===== config.mk =====
export PLATFORM = sky130hd
export DESIGN_NAME = load_align_merge
export DESIGN_NICKNAME = d
export VERILOG_FILES = /design/src/rtl/lam_pkg.sv /design/src/rtl/lam_size_decode.sv /design/src/rtl/lam_shift_merge.sv /design/src/rtl/load_align_merge.sv
export SDC_FILE = /design/constraint.sdc
export NUM_CORES = 1
export LEC_CHECK = 0
export BUFFER_PORTS_ARGS = -buffer_cell sky130_fd_sc_hd__buf_2
export CORE_ASPECT_RATIO = 0.75
export CORE_UTILIZATION = 45
export DETAILED_ROUTE_END_ITERATION = 7
export HOLD_SLACK_MARGIN = 0.1
export PLACE_DENSITY = 0.8
export SLEW_MARGIN = 30
export SYNTH_ARGS = -nofsm -noshare
export SYNTH_HDL_FRONTEND = slang
export SYNTH_SLANG_ARGS = --single-unit

===== constraint.sdc =====
create_clock -name clk -period 1 [get_ports clk]
set_input_delay 0.1 -clock clk [delete_from_list [all_inputs] [get_ports clk]]
set_output_delay 0.1 -clock clk [all_outputs]
set_load 0.02 [all_outputs]

===== src/rtl/lam_pkg.sv =====
package lam_pkg;
    typedef enum logic {
        SZ_BYTE = 1'b0,
        SZ_HALF = 1'b1
    } elem_size_e;

    localparam int LAM_DST_W = 64;

    typedef struct packed {
        logic [LAM_DST_W-1:0] dst;
    } lam_state_t;
endpackage


===== src/rtl/lam_size_decode.sv =====
module lam_size_decode
    import lam_pkg::*;
#(
    parameter int MAX_LANES = 2
) (
    input  elem_size_e           size_i,
    output logic [MAX_LANES-1:0] sel_o
);
    localparam int IDX_W = (MAX_LANES > 1) ? $clog2(MAX_LANES) : 1;

    logic [IDX_W-1:0] lane_idx;

    always_comb begin
        // halfword uses two lanes (index 1), byte uses one (index 0)
        lane_idx = (size_i == SZ_HALF) ? IDX_W'(1) : IDX_W'(0);
        sel_o    = '0;
        sel_o[lane_idx] = 1'b1;
    end
endmodule


===== src/rtl/lam_shift_merge.sv =====
module lam_shift_merge #(
    parameter int DST_W     = 64,
    parameter int LANE_W    = 8,
    parameter int MAX_LANES = 2,
    localparam int SRC_W    = LANE_W * MAX_LANES
) (
    input  logic [DST_W-1:0]     old_i,
    input  logic [SRC_W-1:0]     src_i,
    input  logic [MAX_LANES-1:0] sel_i,
    output logic [DST_W-1:0]     merged_o
);
    logic [DST_W-1:0] cand [MAX_LANES];

    // one candidate per element width: new lanes on top, old shifted down
    for (genvar n = 1; n <= MAX_LANES; n++) begin : g_cand
        localparam int KW = n * LANE_W;
        assign cand[n-1] = {src_i[KW-1:0], old_i[DST_W-1:KW]};
    end

    always_comb begin
        merged_o = '0;
        for (int k = 0; k < MAX_LANES; k++) begin
            if (sel_i[k]) merged_o = merged_o | cand[k];
        end
    end
endmodule


===== src/rtl/load_align_merge.sv =====
module load_align_merge
    import lam_pkg::*;
#(
    parameter int DST_W     = 64,
    parameter int LANE_W    = 8,
    parameter int MAX_LANES = 2,
    localparam int SRC_W    = LANE_W * MAX_LANES
) (
    input  logic             clk,
    input  logic             rst,
    input  logic             ld_valid,
    input  logic             ld_size,
    input  logic [SRC_W-1:0] ld_data,
    input  logic [DST_W-1:0] dst_old,
    output logic [DST_W-1:0] dst_new
);
    elem_size_e           size_sel;
    logic [MAX_LANES-1:0] lane_sel;
    logic [DST_W-1:0]     merged;
    lam_state_t           st_d, st_q;

    assign size_sel = elem_size_e'(ld_size);

    lam_size_decode #(.MAX_LANES(MAX_LANES)) size_dec_i (
        .size_i (size_sel),
        .sel_o  (lane_sel)
    );

    lam_shift_merge #(
        .DST_W     (DST_W),
        .LANE_W    (LANE_W),
        .MAX_LANES (MAX_LANES)
    ) merge_i (
        .old_i    (dst_old),
        .src_i    (ld_data),
        .sel_i    (lane_sel),
        .merged_o (merged)
    );

    always_comb begin
        st_d = st_q;
        if (ld_valid) st_d.dst = merged;
    end

    always_ff @(posedge clk) begin
        if (rst) st_q <= '0;
        else     st_q <= st_d;
    end

    assign dst_new = st_q.dst;

    // decoder must select exactly one width
    a_r3_one_lane: assert property (@(posedge clk) disable iff (rst)
        $countones(lane_sel) == 1);

    a_r1_reset_clears: assert property (@(posedge clk)
        rst |=> dst_new == '0);

    a_r2_idle_holds: assert property (@(posedge clk) disable iff (rst)
        !ld_valid |=> $stable(dst_new));

    a_r3_byte_merge: assert property (@(posedge clk) disable iff (rst)
        (ld_valid && !ld_size) |=>
            dst_new == {$past(ld_data[LANE_W-1:0]), $past(dst_old[DST_W-1:LANE_W])});

    a_r4_half_merge: assert property (@(posedge clk) disable iff (rst)
        (ld_valid && ld_size) |=>
            dst_new == {$past(ld_data[2*LANE_W-1:0]), $past(dst_old[DST_W-1:2*LANE_W])});
endmodule


==> summary.md <==
| Metric | Value |
|---|---|
| Buf/Inv on CP | 1 |
| CP Launch Type | flop |
| GRT Total Usage | 0.247 |
| Delay of the slowest cell on the worst path | around 0.35 ns |
| Slowest-stage cell, CP | dfxtp_1 |
| Largest net degree at the start of global routing | 65 |
| TNS Setup | 0 ns |
| RR Startpoint | dst_new[50] |
| Drt total wl | 7950 µm |
| Wire per inst | approximately 16 µm |
| DR pass1 iterations | 4 |
| Area fraction of the dominant cell type after synthesis | 0.452 |
| Nets | approximately 510 |
| P_leak | 1.93 nW |
| Vias per Instance | 5.22 |
| Fin Clk Skew | 0 ns |
| Core area | 5950 µm² |
| Total power | 6.61 mW |
| DRC | 0 |
| Syn Nets | between 300 and 400 |
| Routed Antenna Nets | 0 |
| Die ar. | 6620 µm² |
| VDD IR max | around 0.92 mV |
| Vias in the first global route | 2539 |
| Worst Path Max Fanout | 2 |
| Fmax | 1.03 GHz |
| GRT Residual Overflow | 0 |
| Tmin final | roughly 1 ns |
| Syn avg cell area | around 10 µm² |
| Die Wd | 93.6 µm |
| Detailed Place HPWL | 5690 µm |
| Antenna violations before repair | 0 |
| CTS max path bufs | 2 |
| Most area-consuming cells after synthesis | dfxtp_1 45%, mux2i_1 23%, a211oi_1 17% |
| Predominant post-synthesis flop cell | dfxtp_1 |
| Worst slew pin tran | 0.286 ns |
| Diodes inserted | 0 |
| Crit path cell chain | buf_2 |
| Synth warnings | 0 |
| First-pass GRT wire length | approximately 12000 µm |
| Crit. End Element | output port |
| Initial Utilization | 0.476 |
| Post-synth EDFFs | 0 |
| Pwr/cell area | 1680 nW/µm² |
| CTS buffer count | 9 |
| Reg-to-reg slack, setup | approximately 0.27 ns |
| CTS tree | yes |
| Clock sinks | 64 |
| Clock Latency Late Sink | between 0.3 and 0.4 ns |
| Register bit count reported by yosys | between 60 and 70 |
| Hold EP | dst_new[27] |
| Final setup viols | 0 |
| Post-CTS Setup Bufs | 0 |
| Status | finished, final reports clean |
| Hold depth | 3 |
| Max Transition Viols Final | 0 |
| Ports | 148 |
| Top cells by count, synth | 64 x a211oi_1, 64 x dfxtp_1, 64 x mux2i_1, 64 x nor2_1, 11 x clkbuf_1 |
| Period utilization | 0.971 |
| Seq/Total Area, Yosys | 0.452 |
| Max-slew headroom | 0.809 |
| H-tree depth | 3 |
| Max Cap Viol | 0 |
| PortBufs | 139 |
| Critical path arrival | 0.87 ns |
| Hold Startpoint | dst_old[43] |
| FF-to-FF path depth | 2 |
| Worst Path Required | 0.90 ns |
| Mapped Area | 2830 µm² |
| Worst min path class | input port to flop |
| RSZ-0062 raised after global routing | false |
| Largest area contributor in the netlist | dfxtp_1 |
| DIE HEIGHT | between 70 and 80 µm |
| CP Class | flop to output port |
| Syn Inst Count | 284 |
| Final Hold Slack | 0.106 ns |
| Max reg flops | 64 |
| CP top delay family | flip-flops |
| Ys async rst share | 0 |
| Synth cell types | 9 |
| Clock-pin slew on the worst setup and hold paths | ~0.07 ns |
| Final Hold Fails | 0 |
| Root Buffer | clkbuf_8 |
| Cell row count | 24 |
| Area Overhead vs Synth | 39.3% |
| DR vias | 2662 |
| Initial drt markers | just under 80 |
| Reg2reg end | dst_new[50] |
| GPL Wtd Cong | 0.790 |
| Share of layout cells above drive strength 1 | 0.382 |
## worst max-delay path by stage
stage | end | cells after the start | start | slack, ns
final | dst_new[25] | 1 | dst_new[25] | 0.03
after global routing | dst_new[45] | 1 | dst_new[45] | 0.001
after CTS | dst_new[16] | 1 | dst_new[16] | 0.01
after detailed placement | dst_new[50] | 4 | ld_valid | 0.05
after global placement | dst_new[62] | 4 | ld_size | 0.11
after floorplan | dst_new[31] | 3 | rst | 0.16
## metal layers
| layer | track usage | wire (µm) |
|---|---|---|
| met1 | 0.307 | 3600 |
| met2 | 0.395 | 3570 |
| met3 | 0.0957 | 698 |
| met4 | 0.0769 | 86 |
| met5 | 0 | 0 |
## layout make-up
class	count	area, µm²
Clock buffer	11	141
Clock inverter	5	80.1
Fill cell	500	2000
Multi-Input combinational cell	192	1360
Sequential cell	64	1280
Tap cell	78	97.6
Timing Repair Buffer	160	983
## stage by stage
step / cell area (µm²) / utilization / setup slack, ns / cells
final: 3950 / 0.664 / 0.0289 / 510
after global routing: 3950 / 0.664 / 0.00131 / 510
after CTS: 3920 / 0.659 / 0.0130 / 510
after detailed placement: 3600 / 0.605 / 0.0475 / 484
after global placement: 3600 / 0.605 / 0.106 / 484
after floorplan: 2830 / - / 0.165 / 284
## what timing repair did
action / in CTS / in global routing
gates resized for setup: 0 / 11
setup endpoints to repair: 0 / 10
hold buffers: 10 / 0
hold endpoints to repair: 9 / 0
## cell families after synthesis
| kind of cell | synth area share |
|---|---|
| muxes | 0.226 |
| buffers and inverters | 0.0671 |
| AOI/OAI and AO/OA | 0.170 |
| DFF | 0.452 |
| and+or+nand+nor | 0.0848 |
## cells in the final DEF, fill, tap and decap left out, drive strengths merged
| master | n |
|---|---|
| nor2 | 64 |
| dlygate4sd3 | 10 |
| clkinvlp | 2 |
| clkinv | 1 |
| dfxtp | 64 |
| buf | 150 |
| mux2i | 64 |
| a211oi | 64 |
| bufinv | 2 |
| clkbuf | 11 |
## power breakdown
group | internal, mW | switching [mW]
Clock | 1.47 | 0.996
Sequential | 2.74 | 0.0982
Combinational | 0.567 | 0.744
Note: power is estimated with default switching activity, not from simulation.
